===== src/rtl/wpn_pkg.sv =====
package wpn_pkg;

  localparam int ADDR_W    = 9;
  localparam int ADDR_VER  = 0;
  localparam int ADDR_PRM  = 1;
  localparam int BANK_BASE = 8;
  localparam int CFG_BASE  = 256;
  localparam int MAX_PINS  = 256;

  localparam logic [2:0] TRIG_LVL_LO = 3'b000;
  localparam logic [2:0] TRIG_FALL   = 3'b010;
  localparam logic [2:0] TRIG_LVL_HI = 3'b100;
  localparam logic [2:0] TRIG_RISE   = 3'b110;
  localparam logic [2:0] TRIG_BOTH   = 3'b111;

  function automatic logic trig_inverts(input logic [2:0] code);
    return (code == TRIG_LVL_LO) || (code == TRIG_FALL);
  endfunction

  function automatic logic trig_is_level(input logic [2:0] code);
    return (code == TRIG_LVL_LO) || (code == TRIG_LVL_HI);
  endfunction

  function automatic logic trig_is_single_edge(input logic [2:0] code);
    return (code == TRIG_FALL) || (code == TRIG_RISE);
  endfunction

endpackage


===== src/rtl/wpn_sync.sv =====
module wpn_sync #(
  parameter int WIDTH  = 64,
  parameter int STAGES = 2
) (
  input  logic             clk,
  input  logic             rst,
  input  logic [WIDTH-1:0] d_async,
  output logic [WIDTH-1:0] q_sync
);

  logic [WIDTH-1:0] chain [STAGES];

  always_ff @(posedge clk) begin
    if (rst) begin
      for (int i = 0; i < STAGES; i++) chain[i] <= '0;
    end else begin
      chain[0] <= d_async;
      for (int i = 1; i < STAGES; i++) chain[i] <= chain[i-1];
    end
  end

  assign q_sync = chain[STAGES-1];

endmodule


===== src/rtl/wpn_regfile.sv =====
module wpn_regfile
  import wpn_pkg::*;
#(
  parameter int NUM_PINS   = 64,
  parameter int NUM_DIRECT = 24,
  parameter int VER_MAJOR  = 3,
  parameter int VER_MINOR  = 1,
  parameter int VER_STEP   = 0
) (
  input  logic                  clk,
  input  logic                  rst,
  input  logic                  we,
  input  logic [ADDR_W-1:0]     addr,
  input  logic [31:0]           wdata,
  output logic [31:0]           rdata,
  output logic [NUM_PINS-1:0]   en_vec,
  output logic [3*NUM_PINS-1:0] type_vec,
  output logic [NUM_PINS-1:0]   reload_vec
);

  localparam int NUM_BANKS = (NUM_PINS + 31) / 32;
  localparam int NUM_GPIO  = NUM_PINS - NUM_DIRECT;
  localparam logic [31:0] VER_WORD = {8'h00, 8'(VER_MAJOR), 8'(VER_MINOR), 8'(VER_STEP)};
  localparam logic [31:0] PRM_WORD = {16'h0000, 8'(NUM_GPIO), 8'(NUM_DIRECT)};

  logic [31:0] bank_q [NUM_BANKS];
  logic [2:0]  type_q [NUM_PINS];
  logic [31:0] rd_d;

  // Enable words: one register per bank
  for (genvar b = 0; b < NUM_BANKS; b++) begin : g_bank
    always_ff @(posedge clk) begin
      if (rst) begin
        bank_q[b] <= '0;
      end else if (we && addr == ADDR_W'(BANK_BASE + b)) begin
        bank_q[b] <= wdata;
      end
    end
  end

  // Per-line type field and reload flag
  for (genvar p = 0; p < NUM_PINS; p++) begin : g_cfg
    always_ff @(posedge clk) begin
      if (rst) begin
        type_q[p]     <= TRIG_LVL_LO;
        reload_vec[p] <= 1'b0;
      end else begin
        reload_vec[p] <= 1'b0;
        if (we && addr == ADDR_W'(CFG_BASE + p)) begin
          type_q[p]     <= wdata[2:0];
          reload_vec[p] <= (wdata[2:0] != type_q[p]);
        end
      end
    end
    assign en_vec[p]          = bank_q[p / 32][p % 32];
    assign type_vec[3*p +: 3] = type_q[p];
  end

  always_comb begin
    rd_d = '0;
    if (addr == ADDR_W'(ADDR_VER)) rd_d = VER_WORD;
    if (addr == ADDR_W'(ADDR_PRM)) rd_d = PRM_WORD;
    for (int b = 0; b < NUM_BANKS; b++) begin
      if (addr == ADDR_W'(BANK_BASE + b)) rd_d = bank_q[b];
    end
    for (int p = 0; p < NUM_PINS; p++) begin
      if (addr == ADDR_W'(CFG_BASE + p)) rd_d = {29'd0, type_q[p]};
    end
  end

  always_ff @(posedge clk) begin
    if (rst) rdata <= '0;
    else     rdata <= rd_d;
  end

endmodule


===== src/rtl/wpn_pin_norm.sv =====
module wpn_pin_norm
  import wpn_pkg::*;
(
  input  logic       clk,
  input  logic       rst,
  input  logic       sync_in,
  input  logic       enable,
  input  logic [2:0] trig,
  input  logic       reload,
  output logic       out
);

  logic norm;
  logic hist_q;
  logic edge_pos;
  logic edge_any;
  logic out_d;

  // Inverted types become active-high / rising after this XOR
  assign norm     = sync_in ^ trig_inverts(trig);
  assign edge_pos = norm & ~hist_q & ~reload;
  assign edge_any = (norm ^ hist_q) & ~reload;

  always_comb begin
    out_d = 1'b0;
    if (trig_is_level(trig))            out_d = norm;
    else if (trig_is_single_edge(trig)) out_d = edge_pos;
    else if (trig == TRIG_BOTH)         out_d = edge_any;
  end

  always_ff @(posedge clk) begin
    if (rst) begin
      hist_q <= 1'b0;
      out    <= 1'b0;
    end else begin
      hist_q <= norm;
      out    <= enable & out_d;
    end
  end

endmodule


===== src/rtl/wake_pol_norm.sv =====
module wake_pol_norm
  import wpn_pkg::*;
#(
  parameter int NUM_PINS    = 64,
  parameter int NUM_DIRECT  = 24,
  parameter int SYNC_STAGES = 2,
  parameter int VER_MAJOR   = 3,
  parameter int VER_MINOR   = 1,
  parameter int VER_STEP    = 0
) (
  input  logic                clk,
  input  logic                rst,
  input  logic [NUM_PINS-1:0] irq_in,
  output logic [NUM_PINS-1:0] irq_out,
  input  logic                reg_we,
  input  logic [ADDR_W-1:0]   reg_addr,
  input  logic [31:0]         reg_wdata,
  output logic [31:0]         reg_rdata
);

  logic [NUM_PINS-1:0]   sync_vec;
  logic [NUM_PINS-1:0]   en_vec;
  logic [3*NUM_PINS-1:0] type_vec;
  logic [NUM_PINS-1:0]   reload_vec;

  wpn_sync #(
    .WIDTH (NUM_PINS),
    .STAGES(SYNC_STAGES)
  ) u_sync (
    .clk    (clk),
    .rst    (rst),
    .d_async(irq_in),
    .q_sync (sync_vec)
  );

  wpn_regfile #(
    .NUM_PINS  (NUM_PINS),
    .NUM_DIRECT(NUM_DIRECT),
    .VER_MAJOR (VER_MAJOR),
    .VER_MINOR (VER_MINOR),
    .VER_STEP  (VER_STEP)
  ) u_regs (
    .clk       (clk),
    .rst       (rst),
    .we        (reg_we),
    .addr      (reg_addr),
    .wdata     (reg_wdata),
    .rdata     (reg_rdata),
    .en_vec    (en_vec),
    .type_vec  (type_vec),
    .reload_vec(reload_vec)
  );

  for (genvar p = 0; p < NUM_PINS; p++) begin : g_pin
    wpn_pin_norm u_pin (
      .clk    (clk),
      .rst    (rst),
      .sync_in(sync_vec[p]),
      .enable (en_vec[p]),
      .trig   (type_vec[3*p +: 3]),
      .reload (reload_vec[p]),
      .out    (irq_out[p])
    );
  end

endmodule


===== config.mk =====
export PLATFORM = sky130hd
export DESIGN_NAME = wake_pol_norm
export DESIGN_NICKNAME = d
export VERILOG_FILES = /design/src/rtl/wpn_pkg.sv /design/src/rtl/wpn_sync.sv /design/src/rtl/wpn_regfile.sv /design/src/rtl/wpn_pin_norm.sv /design/src/rtl/wake_pol_norm.sv
export SDC_FILE = /design/constraint.sdc
export NUM_CORES = 1
export LEC_CHECK = 0
export ABC_AREA = 0
export ABC_CLOCK_PERIOD_IN_PS = 5150
export BUFFER_PORTS_ARGS = -buffer_cell sky130_fd_sc_hd__buf_2
export CAP_MARGIN = 20
export CORE_MARGIN = 8
export CORE_UTILIZATION = 28
export DETAILED_ROUTE_END_ITERATION = 7
export GPL_ROUTABILITY_DRIVEN = 0
export PLACE_DENSITY = 0.44
export SETUP_SLACK_MARGIN = 0.02
export SLEW_MARGIN = 40
export SYNTH_ARGS = -nofsm -noshare
export SYNTH_HDL_FRONTEND = slang
export SYNTH_SLANG_ARGS = --single-unit

===== constraint.sdc =====
create_clock -name clk -period 5.15 [get_ports clk]
set_clock_uncertainty 0.2 [all_clocks]
set_input_delay 0.2575 -clock clk [delete_from_list [all_inputs] [get_ports clk]]
set_output_delay 0.2575 -clock clk [all_outputs]
set_load 0.05 [all_outputs]

After elaboration in Yosys (flattened, before gate mapping). Memory sizes are Yosys's and may differ from the RTL's. Cells that the tools add are included.

Bits in registers: 224. Bits in writable memories: 384. Bits of input ports: 108. Output and inout bits: 96. Logic and storage cells: 2145. Memories kept: 3.

Memory list: u_regs.type_q (depth 64, width 3, read ports 64, clocked after Yosys merged registers in 0, write ports 64, line wpn_regfile.sv:27) `logic [2:0] type_q [NUM_PINS];`; u_sync.chain (depth 2, width 64, read ports 2, clocked after Yosys merged registers in 0, write ports 2, line wpn_sync.sv:11) `logic [WIDTH-1:0] chain [STAGES];`; u_regs.bank_q (depth 2, width 32, read ports 2, clocked after Yosys merged registers in 0, write ports 2, line wpn_regfile.sv:26) `logic [31:0] bank_q [NUM_BANKS];`.

Eq/ne operators: 387. Multiplexer cells: 529. Bitwise operators: 644. Reductions and logical operators: 388.

Operator list (count): == test 3 bit, second input constant (192); == test 9 bit, second input constant (64); two-way mux 1 bit (393); two-way mux 3 bit (128); AND 1 bit (256); == test 3 x 2 -> 1 bit, second input constant (64); zero test 3 bit (64); logical OR 1 bit (192); inequality test 3 bit (64); NOT 1 bit (192); two-way mux 32 bit (4); two-way mux 64 bit (2); OR reduction 2 bit (64); XOR 1 bit (128); bitwise OR 1 bit (68); logical AND 1 bit (66); OR reduction 65 bit (1); two-way mux 18 bit (2); == test 9 x 4 -> 1 bit, second input constant (2); == test 9 x 1 -> 1 bit, second input constant (1); zero test 9 bit (1).

Logic depth before layout (Yosys ltp). Gate-level depths: netlist of the first run.

Word-level depth: 69. Gate-level depth with buffers: 11. Gate-level depth less buffers: 8.

Cells and area by module. A second synthesis of the first run with hierarchy kept.

Cells, all modules: 2892. Area, all modules: 29777.3 sq um.

By module, submodules not included: wpn_regfile (instances 1, cells an instance 1662, area an instance 17504.3 sq um, seq. area each 9609.2 sq um); wpn_pin_norm (instances 64, cells an instance 14, area an instance 130.1 sq um, seq. area each 40.0 sq um); wpn_sync (instances 1, cells an instance 334, area an instance 3945.0 sq um, seq. area each 2562.5 sq um).

Least setup slack after synthesis of the first run. Ideal clock, no wire load.

Path type: input -> register. Start: in reg_addr[1]. End: mem u_regs.bank_q[1][0] (enable). Setup time: 388 ps. Data arrival time: 2407 ps. Required time: 4562 ps. Setup slack: 2155 ps. Cell stages on the path: 8. Buffers on the path: 4. Cells stage by stage: buf_2 nand2b_1 buf_2 nor3_1 and2_1 clkbuf_1 buf_2 a21o_1.

RTL lines: start: declaration (line wake_pol_norm.sv:16) `input logic [ADDR_W-1:0] reg_addr,`; end: declaration (line wpn_regfile.sv:26).

Worst setup path in the final report of the first run.
Start: in reg_addr[0]. End: reg u_regs.rdata[16].

Cells in the longest elaborated chain, start to end: 5. Elaborated cells between the ends (all ways): 73. Classes of those cells: eq/ne (67); mux (4); reduce/logical (2).

RTL lines: zero test 9 bit (line wpn_regfile.sv:61) `if (addr == ADDR_W'(ADDR_VER)) rd_d = VER_WORD;`; two-way mux 18 bit (line wpn_regfile.sv:61); two-way mux 18 bit (line wpn_regfile.sv:62) `if (addr == ADDR_W'(ADDR_PRM)) rd_d = PRM_WORD;`; two-way mux 32 bit (2 in series) (line wpn_regfile.sv:64) `if (addr == ADDR_W'(BANK_BASE + b)) rd_d = bank_q[b];`; end signal: assignment (line wpn_regfile.sv:73) `else rdata <= rd_d;`; end: declaration (line wpn_regfile.sv:15) `output logic [31:0] rdata,`.

Several ways; a longest one is shown, not always the timed one. A chain may end at the register's enable or synchronous reset.

==> metrics.md, run 1 <==
| Metric | Value |
|---|---|
| Htree depth | 3 |
| Setup TNS | 0 ns |
| Post-synth top area share | 0.266 |
| CTS tree | yes |
| Internal power | 8.74 mW |
| Net count after synthesis | 3121 |
| CP arrival | 3.54 ns |
| Post-synth EDFFs | ~260 |
| XOR/XNOR share of the synthesized area | 0.0781 |
| Setup crit end kind | flip-flop |
| Net Sw Power | between 3 and 4 mW |
| Avg Vias per Cell | 4.93 |
| Vias in the first global route | around 22000 |
| Synth warn | 0 |
| WHS | 0.123 ns |
| Vias | 22600 |
| Worst Reg2Reg Path Length in Cells | 6 |
| Largest net degree at the start of global routing | between 100 and 150 |
| Synth unique cells | 93 |
| Sequential share of power | 0.459 |
| Worst Setup SP | reg_addr[0] |
| Initial DRC Count | about 2200 |
| CP Class | input pin to flip-flop |
| Seq/Total Area, Yosys | 0.509 |
| RSZ-0062 raised after global routing | false |
| Die X-Extent | 337 um |
| Worst path max stage delay | 0.54 ns |
| DP HPWL | 77.1 mm |
| Initial core utilization | 0.281 |
| CTS Hold Buffers Added | 105 |
| Crit path cell chain | buf_2 > buf_4 > or2_2 > nor3_1 > or4_4 > a2111oi_4 > nand3_2 > buf_4 > a211oi_2 |
| Number of hold violations in the final report | 0 |
| Final Instance Area | 34500 um^2 |
| Slew Viols, Final | 0 |
| Outcome | finished clean |
| Setup slack, reg-to-reg | roughly 2.6 ns |
| Async SR Flop Fraction | 0 |
| Power per Cell Area | between 300 and 400 nW/um^2 |
| Worst-path clk slew | 0.06 ns |
| Net Sw Frac | 0.265 |
| DP Area | 31000 um^2 |
| Router iterations before antenna repair | 6 |
| R2r startpoint | u_regs.type_q[1][0]$_SDFFCE_PN0P_ |
| Crit-path max FO | 30 |
| Post-synthesis instance total | 2949 |
| Clock root cell | clkbuf_16 |
| Seq cells post-synth | 608 |
| I/O pin count | 204 |
| Worst path required time | 5.51 ns |
| Routed len/inst | ~23 um |
| Clock Sinks | 608 |
| Final wirelength | about 110 mm |
| Final #Nets | 3301 |
| Post-synthesis compound-gate area fraction | 0.129 |
| Final worst path period share | 0.618 |
| Mux contribution to synthesized area | 0.00701 |
| Routed Antenna Nets | 0 |
| Lkg Pwr | about 13 nW |
| Post-Route Utilization | 0.335 |
| Leading area contributor after synthesis | edfxtp_1 |
| Cts repair resizes | 0 |
| Die extent in y | 337 um |
| Clock share of power | 0.441 |
| # DRC | 0 |
| Synth Flop Type | dfxtp_1 |
| Commonest cells in the netlist | nor2_1, dfxtp_1, edfxtp_1, xnor2_1, inv_1 |
| Critical Path Source Type | input pin |
| Final setup violation count | 0 |
| Critical Path Sink | u_regs.rdata[16]$_SDFF_PP0_ |
| Top cells by area, synth | edfxtp_1, dfxtp_1, xnor2_1, nor2_1, nor2b_1 |
| Most numerous cell in the Yosys netlist | nor2_1 |
| Area added between synthesis and finish | 19.3% |
| Main combinational cell family by area after synthesis | simple AND/OR/NAND/NOR gates |
| Synthesized area per cell | 9.81 um^2 |
| Maxcap violations | 0 |
| Slew margin rel. | 0.434 |
| Post-CTS Setup Inserts | 0 |
| CTS buffer count | 75 |
| Slowest cell on crit path | buf_2 |
| Share of cells above drive strength 1 | 0.150 |
| Row count | 118 |
| Worst Hold Class | input pin to flip-flop |
| Aggregate global-route resource usage | 0.183 |
| Floorplan Core Area | 103000 um^2 |
| Max IR drop VDD | 205 uV |
| Maximum clock rate | 0.314 GHz |
| CP dominant cell by count | buf_4 |
| Worst-Skew Late Latency | 0.64 ns |
| Synth Area in Simple Gates | 0.178 |
| Final min period | 3.18 ns |
| Die footprint | 114000 um^2 |
| Reg2reg end | g_pin[32].u_pin.out$_SDFF_PP0_ |
| Combinational fraction of design power | 0.099 |
| Synth Area in Adders | 0.0277 |
| Antenna violations before repair | 14 |
| Worst-Margin Slew | between 0.8 and 0.9 ns |
| Grt ovf | 0 |
| Bufs on Longest Clock Path | 3 |
| PortBufs | 203 |
| Cell Area, Synth | between 20000 and 30000 um^2 |
| First-pass GRT wire length | 155 mm |
[final cells by class]
type | instances | area, um^2
fillers | 10700 | 68600
flip-flops and latches | 608 | 14700
clock buffers | 107 | 2120
clock inverters | 30 | 284
inverters | 196 | 736
well taps | 1380 | 1730
repair buffers | 367 | 2590
diodes | 6 | 15.0
multi-input cells | 1881 | 12300
[power groups by stage]
stage	logic, mW	clock network, mW	registers [mW]
6_report	1.18	5.25	5.46
3_3_place_gp	1.11	0	5.56
5_1_grt	1.30	5.60	5.48
4_1_cts	1.19	5.41	5.45
3_5_place_dp	1.12	0	5.56
2_1_floorplan	0.810	0	5.43
[metrics by stage]
stage               setup WS (ns)  cells  power (mW)
detailed placement           1.37   4327        6.68
global route                 1.87   4569        12.4
floorplan                    2.16   2949        6.24
finish                       1.97   4575        11.9
CTS                          2.05   4569        12.1
global placement             1.37   4327        6.67
[layout by cell type (no fill, tap or decap), types with 7 or more instances in the layout]
cell / synthesis / final
a21oi_1: 110 / 110
xor2_1: 16 / 16
nand3_1: 42 / 41
nand2b_1: 66 / 65
clkbuf_16: 0 / 78
nor3_1: 90 / 89
xnor2_1: 242 / 242
a2111oi_0: 63 / 47
nor2b_1: 135 / 134
o21ai_0: 35 / 35
o2111ai_1: 8 / 8
nand4_1: 11 / 11
clkinv_2: 0 / 13
dfxtp_1: 352 / 352
edfxtp_1: 256 / 256
nor2_4: 10 / 10
nand2_1: 67 / 64
a21o_1: 23 / 23
mux2i_1: 9 / 9
a211oi_2: 7 / 7
a311oi_1: 60 / 60
inv_1: 195 / 195
a31o_2: 41 / 41
clkbuf_1: 151 / 22
o22ai_1: 17 / 17
a2111oi_1: 0 / 13
nor2_1: 488 / 486
ha_1: 64 / 64
a22oi_1: 30 / 30
dlygate4sd3_1: 0 / 105
and3_1: 80 / 80
a211oi_1: 11 / 11
buf_4: 65 / 57
nand3b_1: 7 / 7
nor4_1: 14 / 12
buf_2: 24 / 199
[worst min path at each step]
stage / start / depth (start not counted) / to
global placement: u_sync.chain[0][42]$_SDFF_PP0_ / 1 / u_sync.chain[0][106]$_SDFF_PP0_
floorplan: irq_in[0] / 1 / u_sync.chain[0][0]$_SDFF_PP0_
CTS: reg_addr[5] / 4 / u_regs.reload_vec[14]$_SDFF_PN0_
global route: reg_we / 3 / u_regs.bank_q[0][31]$_SDFFCE_PN0P_
finish: reg_wdata[2] / 2 / u_regs.type_q[0][11]$_SDFFCE_PN0P_
detailed placement: u_sync.chain[0][30]$_SDFF_PP0_ / 1 / u_sync.chain[0][94]$_SDFF_PP0_
[worst max-delay path: cells and delay by family]
family	cells	cell delay [ns]
AO/OA/AOI/OAI	2	0.57
buffers and inverters	3	1.34
AND/OR/NAND/NOR	4	1.28
[flip-flops by register name, indices dropped and copies added (netlist names)]
signal,count
g_pin.u_pin.hist_q,64
g_pin.u_pin.out,64
u_regs.bank_q,64
u_regs.rdata,32
u_regs.reload_vec,64
u_regs.type_q,192
u_sync.chain,128
[metal layers]
layer / wire [um] / GRT usage
met1: 48700 / 0.257
met2: 46300 / 0.279
met3: 8700 / 0.0414
met4: 3110 / 0.0562
met5: 13 / 0
[kinds of logic (layout without fill, tap and decap cells)]
| kind of cell | count (synthesis) | count (layout) |
|---|---|---|
| buffers and inverters | 460 | 700 |
| AO/OA/AOI/OAI | 496 | 496 |
| AND/OR/NAND/NOR | 1046 | 1046 |
| other | 0 | 6 |
| XOR/XNOR | 258 | 258 |
| adder cells (fa/ha/maj) | 64 | 64 |
| flip-flops | 608 | 608 |
| multiplexers | 17 | 17 |
Note: power is estimated with default switching activity, not from simulation.
==> run 2: changes to the inputs <==
--- a/config.mk
+++ b/config.mk
@@ -6,7 +6,7 @@
 export NUM_CORES = 1
 export LEC_CHECK = 0
 export ABC_AREA = 0
-export ABC_CLOCK_PERIOD_IN_PS = 5150
+export ABC_CLOCK_PERIOD_IN_PS = 3200
 export BUFFER_PORTS_ARGS = -buffer_cell sky130_fd_sc_hd__buf_2
 export CAP_MARGIN = 20
 export CORE_MARGIN = 8
==> constraint.sdc (replaced) <==
create_clock -name clk -period 3.2 [get_ports clk]
set_clock_uncertainty 0.2 [all_clocks]
set_input_delay 0.16 -clock clk [delete_from_list [all_inputs] [get_ports clk]]
set_output_delay 0.16 -clock clk [all_outputs]
set_load 0.05 [all_outputs]
==> metrics.md, run 2 (synthesis gave the netlist of run 1 again) <==
| Metric | Value |
|---|---|
| Antenna violations before repair | 12 |
| Most frequent cells in the layout | nor2_1, dfxtp_1, edfxtp_1, xnor2_1, buf_2 |
| Die footprint | about 110000 um^2 |
| Initial DRC Count | 2398 |
| Routed Antenna Nets | 0 |
| Pwr Total | 19.2 mW |
| Die extent in y | roughly 340 um |
| Htree depth | 3 |
| CTS tree | yes |
| Setup slack, reg-to-reg | 0.64 ns |
| Fill cells | 10700 |
| Clock Sinks | 608 |
| Cts repair resizes | 0 |
| CP arrival | 3.37 ns |
| Final setup violation count | 0 |
| Clock root cell | clkbuf_16 |
| Number of hold violations in the final report | 0 |
| Final wirelength | 108 mm |
| R2r startpoint | u_regs.type_q[0][3]$_SDFFCE_PN0P_ |
| Final #Nets | 3396 |
| Worst Reg2Reg Path Length in Cells | 6 |
| Maximum clock rate | 0.331 GHz |
| Row count | about 120 |
| RSZ-0062 raised after global routing | false |
| Aggregate global-route resource usage | 0.185 |
| # DRC | 0 |
| Floorplan Core Area | 103000 um^2 |
| WHS | between 0.06 and 0.07 ns |
| CTS buffer count | 73 |
| Router iterations before antenna repair | 6 |
| Top flop regs | u_regs.type_q x192, u_sync.chain x128 |
| Reg2reg end | g_pin[1].u_pin.out$_SDFF_PP0_ |
| Final worst path period share | 0.945 |
| Share of cells above drive strength 1 | 0.169 |
| Routed len/inst | 23.1 um |
| Worst path required time | 3.55 ns |
| Worst Setup SP | reg_addr[6] |
| DP HPWL | about 80 mm |
| Worst Hold Class | input pin to flip-flop |
| Lkg Pwr | 13.5 nW |
| First-pass GRT wire length | approximately 160 mm |
| Critical Path Source Type | input pin |
| Final min period | 3.03 ns |
| CP Class | input pin to flip-flop |
| I/O pin count | 204 |
| Initial core utilization | 0.281 |
| Largest register FFs | 192 |
| Worst-Skew Late Latency | 0.64 ns |
| Commonest non-fill, non-tap cell in the layout | nor2_1 |
| Outcome | finished clean |
| Worst-Margin Slew | between 0.8 and 0.9 ns |
| Maxcap violations | 0 |
| Slew margin rel. | 0.401 |
| Grt ovf | 0 |
| Setup crit end kind | flip-flop |
| Post-Route Utilization | 0.342 |
| Vias | 23200 |
| Max IR drop VDD | between 300 and 400 uV |
| Area added between synthesis and finish | 22.0% |
| Die X-Extent | 337 um |
| Crit-path max FO | 21 |
| Largest net degree at the start of global routing | 98 |
| Post-CTS Setup Inserts | 0 |
| Slew Viols, Final | 0 |
| Setup TNS | 0 ns |
| Critical Path Sink | u_regs.rdata[0]$_SDFF_PP0_ |
| Vias in the first global route | 22100 |
| Avg Vias per Cell | 4.95 |
| Bufs on Longest Clock Path | 3 |
| PortBufs | 203 |
| Worst-path clk slew | 0.06 ns |
| Largest Register | u_regs.type_q |
| CTS Hold Buffers Added | around 120 |
| Power per Cell Area | 545 nW/um^2 |
[run 2: changes by cell type in the layout (fill, tap and decap cells not counted), moves of 3 or more]
cell / previous run / this run
clkbuf_8: 6 / 12
diode_2: 6 / 10
dlygate4sd3_1: 105 / 118
nand2_2: 0 / 3
buf_4: 57 / 135
a2111oi_1: 13 / 8
a2111oi_0: 47 / 53
inv_4: 3 / 0
nand2_4: 4 / 1
clkinv_2: 13 / 10
buf_12: 5 / 9
[run 2: worst min path at each step]
stage          cells past startpoint                                  to  slack [ns]        start
3_3_place_gp                       2      u_sync.chain[0][39]$_SDFF_PP0_        0.17   irq_in[39]
4_1_cts                            5    u_regs.reload_vec[36]$_SDFF_PN0_       0.006  reg_addr[4]
2_1_floorplan                      1       u_sync.chain[0][0]$_SDFF_PP0_        0.09    irq_in[0]
5_1_grt                            2  u_regs.type_q[0][60]$_SDFFCE_PN0P_        0.04       reg_we
6_report                           3      u_sync.chain[0][47]$_SDFF_PP0_        0.07   irq_in[47]
3_5_place_dp                       2      u_sync.chain[0][34]$_SDFF_PP0_        0.17   irq_in[34]
[run 2: worst max-delay path, cell delays in order]
cell	delay (ns)
dlygate4sd3_1	0.59
buf_2	0.25
and4bb_2	0.44
buf_4	0.25
nand3_1	0.27
o22a_1	0.21
o2111ai_1	0.28
nor4_1	0.50
o21ai_1	0.17
o221ai_1	0.23
[run 2: final cells by class]
| class | instances | area, um^2 | share of cell area |
|---|---|---|---|
| antenna | 10 | 25.0 | 0.000709 |
| multi-input combinational | 1881 | 12200 | 0.346 |
| clock inverter | 24 | 290 | 0.00822 |
| timing repair buffer | 464 | 3410 | 0.0966 |
| clock buffer | 110 | 2150 | 0.0609 |
| sequential | 608 | 14700 | 0.417 |
| inverter | 196 | 736 | 0.0208 |
| tap | 1380 | 1730 | 0.0489 |
[run 2: per-layer routing]
metal,global-route usage,wire (um),up-vias
met5,0,13,-
met4,0.0562,2940,2
met3,0.0369,7440,158
met2,0.283,47400,823
met1,0.261,50000,11400
li1,-,-,10800
[run 2: where the power goes]
group	switching, mW	leakage (nW)	internal, mW
Combinational	1.18	7.02	0.806
Clock	3.42	1.20	5.07
Sequential	0.362	5.31	8.41
Total	4.96	13.5	14.3
[run 2: metrics by stage]
stage	instances	setup WS, ns	area (um^2)
after global routing	4664	0.133	35300
final	4673	0.175	35300
after detailed placement	4411	0.163	31600
after CTS	4663	0.227	35300
after global placement	4411	0.147	31600
after floorplan	2949	0.303	28900
==> run 3: changes to the inputs <==
--- a/config.mk
+++ b/config.mk
@@ -13,7 +13,8 @@
 export CORE_UTILIZATION = 28
 export DETAILED_ROUTE_END_ITERATION = 7
 export GPL_ROUTABILITY_DRIVEN = 0
-export PLACE_DENSITY = 0.44
+export MAX_ROUTING_LAYER = met4
+export PLACE_DENSITY_LB_ADDON = 0.25
 export SETUP_SLACK_MARGIN = 0.02
 export SLEW_MARGIN = 40
 export SYNTH_ARGS = -nofsm -noshare
==> metrics.md, run 3 (synthesis gave the netlist of run 1 again) <==
| Metric | Value |
|---|---|
| Antenna violations before repair | 15 |
| Largest register FFs | 192 |
| Setup TNS | 0 ns |
| CP arrival | 3.33 ns |
| CTS Hold Buffers Added | 130 |
| Worst-Margin Slew | 0.797 ns |
| Routed Antenna Nets | 0 |
| Router iterations before antenna repair | 6 |
| Worst-Skew Late Latency | approximately 0.65 ns |
| Worst Hold Depth | 3 |
| Largest net degree at the start of global routing | roughly 130 |
| Critical Path Source Type | input pin |
| Die footprint | 114000 um^2 |
| Commonest non-fill, non-tap cell in the layout | nor2_1 |
| Share of cells above drive strength 1 | 0.173 |
| Crit path cell chain | dlygate4sd3_1 > buf_2 > nor4b_4 > buf_12 > nand3_1 > o21a_1 > o311ai_1 > a41oi_1 > a2111oi_2 > o221ai_1 |
| Largest Register | u_regs.type_q |
| Final wirelength | between 100 and 150 mm |
| Top flop regs | u_regs.type_q x192, u_sync.chain x128 |
| Slew Viols, Final | 0 |
| Aggregate global-route resource usage | 0.185 |
| CTS buffer count | 73 |
| WHS | 0.0716 ns |
| HP Start | irq_in[46] |
| Clock root cell | clkbuf_16 |
| Outcome | finished clean |
| Bufs on Longest Clock Path | 3 |
| Final min period | 3.02 ns |
| Vias | roughly 23000 |
| Maximum clock rate | 0.331 GHz |
| Max IR drop VDD | 373 uV |
| Worst Hold End | u_sync.chain[0][46]$_SDFF_PP0_ |
| Final #Nets | 3418 |
| Area added between synthesis and finish | 23.0% |
| Post-CTS Setup Inserts | 0 |
| Initial core utilization | 0.281 |
| Slew margin rel. | 0.467 |
| Maxcap violations | 0 |
| Die X-Extent | 337 um |
| Power per Cell Area | 539 nW/um^2 |
| Place WS | 0.122 ns |
| Number of hold violations in the final report | 0 |
| Crit-path max FO | 39 |
| Pwr Total | approximately 19 mW |
| Post-route setup slack | 0.179 ns |
| Htree depth | 3 |
| RSZ-0062 raised after global routing | false |
| Worst Reg2Reg Path Length in Cells | 5 |
| Worst path required time | 3.51 ns |
| DP Area | about 32000 um^2 |
| Final worst path period share | 0.944 |
| Final setup violation count | 0 |
| Die extent in y | 337 um |
| Worst path max stage delay | about 0.6 ns |
| Final Instance Area | ~36000 um^2 |
| Routed len/inst | between 20 and 25 um |
| Avg Vias per Cell | about 5 |
| Floorplan Core Area | 103000 um^2 |
| Clock Sinks | 608 |
| Slowest cell on crit path | dlygate4sd3_1 |
| Cts repair resizes | 0 |
| # DRC | 0 |
| Initial DRC Count | 2350 |
| Setup slack, reg-to-reg | 0.50 ns |
| Worst-path clk slew | about 0.06 ns |
| Setup crit end kind | flip-flop |
| Grt ovf | 0 |
| CTS tree | yes |
| Vias in the first global route | 22700 |
| DP HPWL | roughly 77 mm |
| R2r startpoint | u_regs.type_q[1][0]$_SDFFCE_PN0P_ |
| Lkg Pwr | roughly 14 nW |
| I/O pin count | 204 |
| PortBufs | a little over 200 |
| Worst Hold Class | input pin to flip-flop |
| First-pass GRT wire length | 153 mm |
| Row count | 118 |
| CP Class | input pin to flip-flop |
| Reg2reg end | u_regs.rdata[0]$_SDFF_PP0_ |
| Most frequent cells in the layout | nor2_1, dfxtp_1, edfxtp_1, xnor2_1, buf_2 |
run 3: changes by cell type in the layout (fill, tap and decap cells not counted), sizes merged:
cell	before	now
dlygate4sd3	118	130
buf	346	356
diode	10	5
bufinv	5	1
inv	200	202
clkbuf	110	111
clkinv	15	16
clkinvlp	0	1
run 3: routing by layer:
metal	wire, um	GRT usage	part of all wire
met4	3940	0.0670	0.038
met5	0	-	0
met2	46900	0.282	0.45
met1	45000	0.241	0.43
met3	8920	0.0389	0.085
run 3: per-stage QoR:
step / utilization / std cells
2_1_floorplan: - / 2949
3_3_place_gp: 0.308 / 4421
3_5_place_dp: 0.309 / 4421
4_1_cts: 0.345 / 4686
5_1_grt: 0.345 / 4690
6_report: 0.345 / 4691
run 3: how the worst max path moves through the flow:
stage / start / cells past startpoint / slack [ns] / to
5_1_grt: reg_addr[6] / 10 / 0.09 / u_regs.rdata[0]$_SDFF_PP0_
3_5_place_dp: reg_addr[1] / 8 / 0.12 / u_regs.rdata[0]$_SDFF_PP0_
6_report: reg_addr[5] / 10 / 0.18 / u_regs.rdata[0]$_SDFF_PP0_
4_1_cts: reg_addr[8] / 9 / 0.27 / u_regs.rdata[4]$_SDFF_PP0_
3_3_place_gp: reg_addr[1] / 8 / 0.11 / u_regs.rdata[0]$_SDFF_PP0_
2_1_floorplan: reg_addr[1] / 8 / 0.30 / u_regs.bank_q[1][0]$_SDFFCE_PN0P_
run 3: power by group:
group          leakage [nW]  switching, mW  internal [mW]
Combinational          7.17           1.17          0.828
Sequential             5.31          0.353           8.40
Clock                  1.22           3.43           4.97
run 3: final cells by class:
cell class / count / area [um^2]
inverters: 196 / 736
multi-input cells: 1881 / 12200
flip-flops and latches: 608 / 14700
diodes: 5 / 12.5
repair buffers: 486 / 3690
well taps: 1380 / 1730
clock inverters: 24 / 204
clock buffers: 111 / 2250
fillers: 10700 / 67500
run 3: worst max-delay path: cells and delay by family:
family,cells,cell delay (ns)
AO/OA/AOI/OAI,5,1.38
buffers and inverters,3,1.12
AND/OR/NAND/NOR,2,0.65
